<file path="src/rtl/ts_rebuild.sv">
module ts_rebuild #(
  parameter int SEC_W = 32,
  parameter int NS_W  = 30,
  parameter int LOW_W = 2
) (
  input  logic                  clk,
  input  logic                  rst_n,
  input  logic                  in_valid,
  input  logic                  in_use_raw,
  input  logic [LOW_W+NS_W-1:0] in_raw,
  input  logic [LOW_W-1:0]      in_lo_sec,
  input  logic [NS_W-1:0]       in_nsec,
  input  logic [SEC_W-1:0]      ref_sec,
  output logic                  out_valid,
  output logic [SEC_W-1:0]      out_sec,
  output logic [NS_W-1:0]       out_nsec,
  output logic [LOW_W+NS_W-1:0] out_word
);
  localparam int RAW_W = LOW_W + NS_W;
  localparam logic [SEC_W-1:0] STEP = SEC_W'(1) << LOW_W;

  logic [LOW_W-1:0] cap_lo;
  logic [NS_W-1:0]  cap_ns;
  logic             borrow;
  logic [SEC_W-1:0] base;
  logic [SEC_W-1:0] sec_full;

  assign cap_lo   = in_use_raw ? in_raw[RAW_W-1:NS_W] : in_lo_sec;
  assign cap_ns   = in_use_raw ? in_raw[NS_W-1:0]     : in_nsec;
  assign borrow   = ref_sec[LOW_W-1:0] < cap_lo;
  assign base     = borrow ? ref_sec - STEP : ref_sec;
  assign sec_full = {base[SEC_W-1:LOW_W], cap_lo};

  always_ff @(posedge clk) begin
    if (!rst_n) begin
      out_valid <= 1'b0;
      out_sec   <= '0;
      out_nsec  <= '0;
      out_word  <= '0;
    end else begin
      out_valid <= in_valid;
      out_word  <= (in_valid && in_use_raw) ? '0 : in_raw;
      if (in_valid) begin
        out_sec  <= sec_full;
        out_nsec <= cap_ns;
      end
    end
  end
endmodule

</file>
<file path="config.mk">
export PLATFORM = sky130hd
export DESIGN_NAME = ts_rebuild
export DESIGN_NICKNAME = d
export VERILOG_FILES = /design/src/rtl/ts_rebuild.sv
export SDC_FILE = /design/constraint.sdc
export NUM_CORES = 1
export LEC_CHECK = 0
export ABC_AREA = 0
export BUFFER_PORTS_ARGS = -buffer_cell sky130_fd_sc_hd__buf_2
export CAP_MARGIN = 10
export CORE_MARGIN = 8
export CORE_UTILIZATION = 46
export DETAILED_ROUTE_END_ITERATION = 6
export GPL_TIMING_DRIVEN = 0
export PLACE_DENSITY = 0.77
export SYNTH_ARGS = -nofsm -noshare
export SYNTH_HDL_FRONTEND = slang
export SYNTH_SLANG_ARGS = --single-unit
</file>
<file path="constraint.sdc">
create_clock -name clk -period 2.55 [get_ports clk]
set_input_delay 0 -clock clk [delete_from_list [all_inputs] [get_ports clk]]
set_output_delay 0 -clock clk [all_outputs]
set_load 0.02 [all_outputs]
</file>
After elaboration in Yosys (flattened, before gate mapping)
Cells that the tools add are included.

word-level totals
  bits of input ports = 100
  flip-flop bits (word level) = 95

operators by class
  reductions and logical operators = 2
  order comparisons = 1
  add/sub/neg operators = 1
  bitwise gates (word level) = 1
  muxes and demuxes = 3

operators with widths
  operator                                                              count
  32-bit 2-to-1 mux                                                     1
  32-bit by 3-bit subtractor with 32-bit output, second input constant  1
  30-bit 2-to-1 mux                                                     1
  2-bit < comparator                                                    1
  2-bit 2-to-1 mux                                                      1
  2-bit OR reduction                                                    1
  1-bit logical AND                                                     1
  1-bit inverter                                                        1

Longest topological paths before layout
Gate-level depths: netlist (run 1).

  depth after elaboration = 3
  mapped depth = 9
  mapped depth without buffers = 7

Least setup slack after synthesis (run 1)
No wires, ideal clock.

  path kind = in2reg
  start point = in in_use_raw
  end point = reg out_sec[27]
  path slack = 0.519 ns
  arrival = 1.957 ns
  stages = 9
  path buffers = 2
  cells stage by stage = buf_2 > mux2i_1 > ha_1 > or2_2 > o22a_1 > or2_1 > buf_2 > or4_1 > a31oi_1

on the way
  word-level cells in the longest chain between the ends = 3

RTL lines
  what                  RTL line  source
  from (decl)           9         input logic in_use_raw,
  2-bit 2-to-1 mux      28        assign cap_lo = in_use_raw ? in_raw[RAW_W-1:NS_W] : in_lo_sec;
  2-bit < comparator    30        assign borrow = ref_sec[LOW_W-1:0] < cap_lo;
  32-bit 2-to-1 mux     31        assign base = borrow ? ref_sec - STEP : ref_sec;
  to (signal assigned)  44        out_sec <= sec_full;
  to (decl)             15        output logic [SEC_W-1:0] out_sec,

Every way passes these cells.
A chain may end at the register's enable or synchronous reset.

Final worst setup path (run 1)
  start point = in in_raw[31]
  end point = reg out_sec[27]

on the way
  word-level cells in the longest chain between the ends = 3

RTL lines
  what                RTL line  source
  from (decl)         10        input logic [LOW_W+NS_W-1:0] in_raw,
  2-bit 2-to-1 mux    28
  2-bit < comparator  30
  32-bit 2-to-1 mux   31

Every way passes these cells.

==> results of run 1 <==
## routing by layer
metal / routed length (um) / part of all wire [%] / track usage [%]
met5: 0 / 0 / 0
met4: 378 / 2.5 / 8.99
met3: 1340 / 8.9 / 7.68
met2: 7680 / 51 / 45.4
met1: 5610 / 37 / 26.0
## cell type report
| class | count | share of cell area [%] |
|---|---|---|
| timing repair buffer | 267 | 28.3 |
| tap | 108 | 2.23 |
| sequential | 95 | 31.4 |
| multi-input combinational | 294 | 31.6 |
| clock buffer | 10 | 2.27 |
| buffer | 33 | 2.08 |
| inverter | 5 | 0.309 |
| clock inverter | 6 | 1.86 |
## logic make-up after synthesis
group / after synthesis / share of synthesized area (%)
simple gates: 141 / 19.4
xor+xnor: 16 / 3.54
buf+inv: 38 / 3.67
fa+ha+maj: 2 / 0.632
compound gates: 101 / 16.1
mux: 34 / 8.60
flops: 95 / 48.1
## repair_timing
action / 4_1_cts / 5_1_grt
hold endpoints to repair: 76 / 1
gates resized for setup: 0 / 1
setup endpoints to repair: 0 / 6
hold buffers: 75 / 1
## registers in the layout, summed over array words and instances (netlist names)
register   cells
out_valid      1
out_word      32
out_nsec      30
out_sec       32
## final timing paths
check / from / to / slack, ns / cells past startpoint
setup / recovery: in_raw[31] / out_sec[27] / 0.20 / 10
hold / removal: ref_sec[14] / out_sec[14] / 0.02 / 3
setup reg to reg: out_nsec[10] / out_nsec[10] / 1.74 / 2
hold reg to reg: out_sec[25] / out_sec[25] / 0.48 / 2
## cells in the final DEF, fill, tap and decap left out, types with 7 or more instances in the layout
cell,count
a211oi_1,36
a21oi_1,14
a31oi_1,10
and2_1,33
buf_2,193
clkbuf_1,26
clkbuf_8,10
dfxtp_1,95
dlygate4sd3_1,76
mux2i_1,34
nand2_1,8
nor2_1,47
nor3_1,8
o21ai_0,13
o21ai_1,18
or3_1,8
or4_1,7
xnor2_1,8
xor2_1,8
## power groups by stage
stage	clock, mW	combinational (mW)	sequential (mW)
floorplan	0	0.228	1.78
global placement	0	0.616	1.66
detailed placement	0	0.627	1.66
CTS	1.25	0.719	1.63
global route	1.30	0.791	1.64
finish	1.23	0.736	1.63
## critical path, stage by stage
cell,delay [ns]
dlygate4sd3_1,0.53
buf_2,0.12
mux2i_1,0.09
ha_1,0.23
or2_2,0.28
o22a_1,0.19
or2_1,0.29
buf_2,0.20
or4_1,0.51
a31oi_1,0.18
## through the flow
step / instances / worst slack (ns) / hold WS, ns
6_report: 818 / 0.201 / 0.0192
5_1_grt: 818 / 0.0828 / 0.0107
4_1_cts: 817 / 0.0486 / 0.000379
3_5_place_dp: 726 / 0.0636 / 0.221
3_3_place_gp: 726 / 0.112 / 0.214
2_1_floorplan: 427 / 0.519 / 0.122
==> impl_metrics.yaml, run 1 <==
synth:
  postSynthCellCount: 427
  synth_edf_count: 0
  synth_warnings: 0
  ys.flop_type: "dfxtp_1"
  synth_nets: 529
  syn_area_per_cell_sq_um: 9.27
  synth_cell_types: 40
  syn-cell-area_sq_um: 3960
  yosysMostFrequentCell: "dfxtp_1"
  ys_async_sr_fraction_pct: 0
  synth_area_leaders: "dfxtp_1 48%, mux2i_1 8.6%, a211oi_1 6.8%"
  synth_top_area_share_pct: 48.1
  synth_common_cells: "95 x dfxtp_1, 47 x nor2_1, 36 x a211oi_1"
  ys_ff_latch: 95
  synth_top_area_cell: "dfxtp_1"
  synth-seq-area-share_pct: 48.1
global_route:
  grt_first_pass_wirelength_um: 23300
  grt_usage_pct: 24.7
  overflow: 0
  antenna_found_initial: 0
  grt_max_degree: 17
  grt_pass1_vias: 4536
pwr:
  p_per_area_nw_per_um2: 593
  p_int_mw: 2.58
  swShare_pct: 28.2
  vdd_drop_max_mv: 0.307
  power.leakage_nw: 2.77
  p_switching_mw: 1.01
  combPwrFrac_pct: 20.5
  seqPwrFrac_pct: 45.3
  fin_total_pwr_mw: 3.59
  p_clk_share_pct: 34.2
sta:
  clock_skew_ns: 0
  rsz0062_at_grt: "no"
  fmax_mhz: 426
  slew_violations: 0
  hold_viol: 0
  fin_tns_setup_ns: 0
  period_needed_ns: 2.35
  worstMarginPinSlew_ns: 0.764
  slew_headroom_pct: 49.1
  setup_viol: 0
  timing.final.crit_share_pct: 92.1
route:
  avgViaCountPerCell: 5.39
  wire_per_inst_um: 18.3
  drt-initial-drc-count: 151
  drc: 0
  wl_um: 15000
  dr.pass1.iters: 4
  ant_nets: 0
  vias: 4406
clocking:
  post_cts_buffers: 0
  htree_levels: 3
  clkLatencyLatePin_ns: 0.35
  cts_made_buffers: 9
  cts.clk_slew.worst_paths_ns: 0.10
  cts_root_buf: "clkbuf_8"
  clk_path_buf_depth: 2
  cts_tree: "done"
  cts_sinks: 95
placed_design:
  placed_area_sq_um: 5050
  place_hpwl_um: 10100
  place.gp.congestion: 0.925
  port_buffers: 191
die:
  die-area_sq_um: 11800
  dieWidth_um: 109
  core_sq_um: 8550
  io_pins: 195
  fp.dieH_um: 109
  initial_core_util_pct: 46.3
  core.rowCount: 34
hold_path:
  hp-class: "primary input to flop"
cells_and_area:
  fill_cells: 614
  multiInputGateArea_sq_um: 1920
  design_area_sq_um: 6060
  num_antenna_cells: 0
  final_nets: 807
  finish.utilization_pct: 70.9
  area_growth_pct: 53.2
  drive_gt1_share_pct: 30.4
  seq_area_sq_um: 1900
setup_path:
  critical_path_class: "primary input to flop"
  crit_arrival_ns: 2.64
  critPathMaxFanout: 10
  cp.required_ns: 2.84
  cp-end-kind: "flop"
  cp-start-kind: "primary input"
flow_run:
  maxCapViolations: 0
outcome:
  status: "complete, no violations"
Note: power is estimated with default switching activity, not from simulation.
==> run 2: changes to the inputs <==
--- a/config.mk
+++ b/config.mk
@@ -8,6 +8,7 @@
 export ABC_AREA = 0
 export BUFFER_PORTS_ARGS = -buffer_cell sky130_fd_sc_hd__buf_2
 export CAP_MARGIN = 10
+export CORE_ASPECT_RATIO = 1.4
 export CORE_MARGIN = 8
 export CORE_UTILIZATION = 46
 export DETAILED_ROUTE_END_ITERATION = 6
==> run 2 against run 1 <==
The run now ends with negative hold slack left. Setup slack got worse by 0.064 ns. Die area increased by 0.35%. Worst hold slack worse by 0.020 ns. Clock power rose by 7%. Critical endpoint unchanged. Largest cell class unchanged.
==> impl_metrics.yaml, run 2 (synthesis gave the netlist of run 1 again) <==
die:
  core.rowCount: 40
  io_pins: 195
  fp.dieH_um: 126
  core_sq_um: 8460
  initial_core_util_pct: 46.8
  die-area_sq_um: 11900
  dieWidth_um: 94.4
route:
  wire_per_inst_um: 17.9
  vias: 4317
  avgViaCountPerCell: 5.44
  wl_um: 14200
  dr.pass1.iters: 5
  ant_nets: 0
  drc: 0
  drt-initial-drc-count: 212
placed_design:
  dp_slack_ns: 0.139
  place_hpwl_um: 10400
  place.gp.congestion: 0.932
  port_buffers: 191
clocking:
  cts_made_buffers: 9
  clkLatencyLatePin_ns: 0.34
  cts.clk_slew.worst_paths_ns: 0.07
  cts_root_buf: "clkbuf_16"
  post_cts_buffers: 0
  cts_sinks: 95
  cts_tree: "done"
  clk_path_buf_depth: 2
  htree_levels: 3
sta:
  worst_slack_ns: 0.137
  hold-worst-slack_ns: -0.00121
  timing.final.crit_share_pct: 94.6
  setup_viol: 0
  slew_violations: 0
  rsz0062_at_grt: "no"
  worstMarginPinSlew_ns: 0.770
  slew_headroom_pct: 48.7
  fin_tns_setup_ns: 0
  period_needed_ns: 2.41
  clock_skew_ns: 0
  fmax_mhz: 414
  hold_viol: 1
global_route:
  grt_usage_pct: 23.0
  grt_first_pass_wirelength_um: 21800
  antenna_found_initial: 1
  grt_pass1_vias: 4362
  grt_max_degree: 18
  overflow: 0
cells_and_area:
  final_nets: 783
  area_growth_pct: 48.2
  final_common_cell: "buf_2"
  final_cell_mix: "193 x buf_2, 95 x dfxtp_1, 52 x dlygate4sd3_1, 47 x nor2_1, 36 x a211oi_1"
  top_regs: "out_sec: 32 flops, out_word: 32 flops, out_nsec: 30 flops"
  drive_gt1_share_pct: 31.5
  finish.utilization_pct: 69.4
setup_path:
  critPathMaxFanout: 10
  cp-end-kind: "flop"
  critical_path_class: "primary input to flop"
  cp.required_ns: 2.82
  cp-start-kind: "primary input"
  crit_arrival_ns: 2.69
flow_run:
  maxCapViolations: 0
outcome:
  status: "complete, but fails checks"
  violations: "negative hold slack"
pwr:
  p_per_area_nw_per_um2: 621
  vdd_drop_max_mv: 0.408
  power.leakage_nw: 2.68
hold_path:
  hp-class: "primary input to flop"
-- run 2: changes by cell type in the layout (fill, tap and decap cells not counted), sizes merged --
cell	delta
bufinv	-3
diode	+2
inv	+1
dlygate4sd3	-24
clkinvlp	+2
-- run 2: routing by layer --
metal	routed length (um)	GRT usage [%]	up-vias	share of wire, %
met5	0	0	-	0
met4	434	12.0	0	3.1
met2	7410	41.1	210	52
met1	5080	23.4	2026	36
met3	1290	6.12	37	9.1
li1	-	-	2044	-
-- run 2: worst paths after layout --
kind                             startpoint          end  slack, ns  depth (start not counted)
worst max-delay path             in_raw[31]  out_sec[27]       0.14                         10
worst min-delay path             ref_sec[9]   out_sec[9]     -0.001                          3
worst max register to register  out_nsec[7]  out_nsec[7]       1.78                          2
worst min register to register  out_sec[25]  out_sec[25]       0.45                          2
-- run 2: critical path, cell delays in order --
cell and delay [ns]:
dlygate4sd3_1 0.53, buf_2 0.13, mux2i_1 0.10, ha_1 0.24
or2_2 0.28, o22a_1 0.20, or2_1 0.31, buf_2 0.22
or4_1 0.51, a31oi_1 0.18
-- run 2: where the power goes --
group          internal [mW]  total [mW]  switching, mW
clock                  0.704        1.32          0.615
combinational          0.287       0.698          0.411
sequential              1.58        1.63         0.0446
-- run 2: what timing repair did --
action | in CTS | in global routing
hold buffers | 52 | 0
hold endpoints to repair | 51 | 0
endpoints found under the setup margin | 0 | 6
gates resized for setup | 0 | 1
-- run 2: area by class of cell --
| class | instances | area [sq um] |
|---|---|---|
| Fill cell | 685 | 2590 |
| Multi-Input combinational cell | 294 | 1920 |
| Sequential cell | 95 | 1900 |
| Timing Repair Buffer | 243 | 1480 |
| Clock buffer | 10 | 239 |
| Tap cell | 105 | 131 |
| Buffer | 33 | 126 |
| Clock inverter | 6 | 52.6 |
| Inverter | 5 | 18.8 |
| Antenna cell | 2 | 5.00 |
-- run 2: stage by stage --
stage,instances,cell area [sq um],power [mW]
floorplan,427,3960,2.01
global placement,723,5040,2.27
detailed placement,723,5040,2.29
CTS,791,5860,3.65
global route,792,5860,3.78
finish,793,5870,3.64
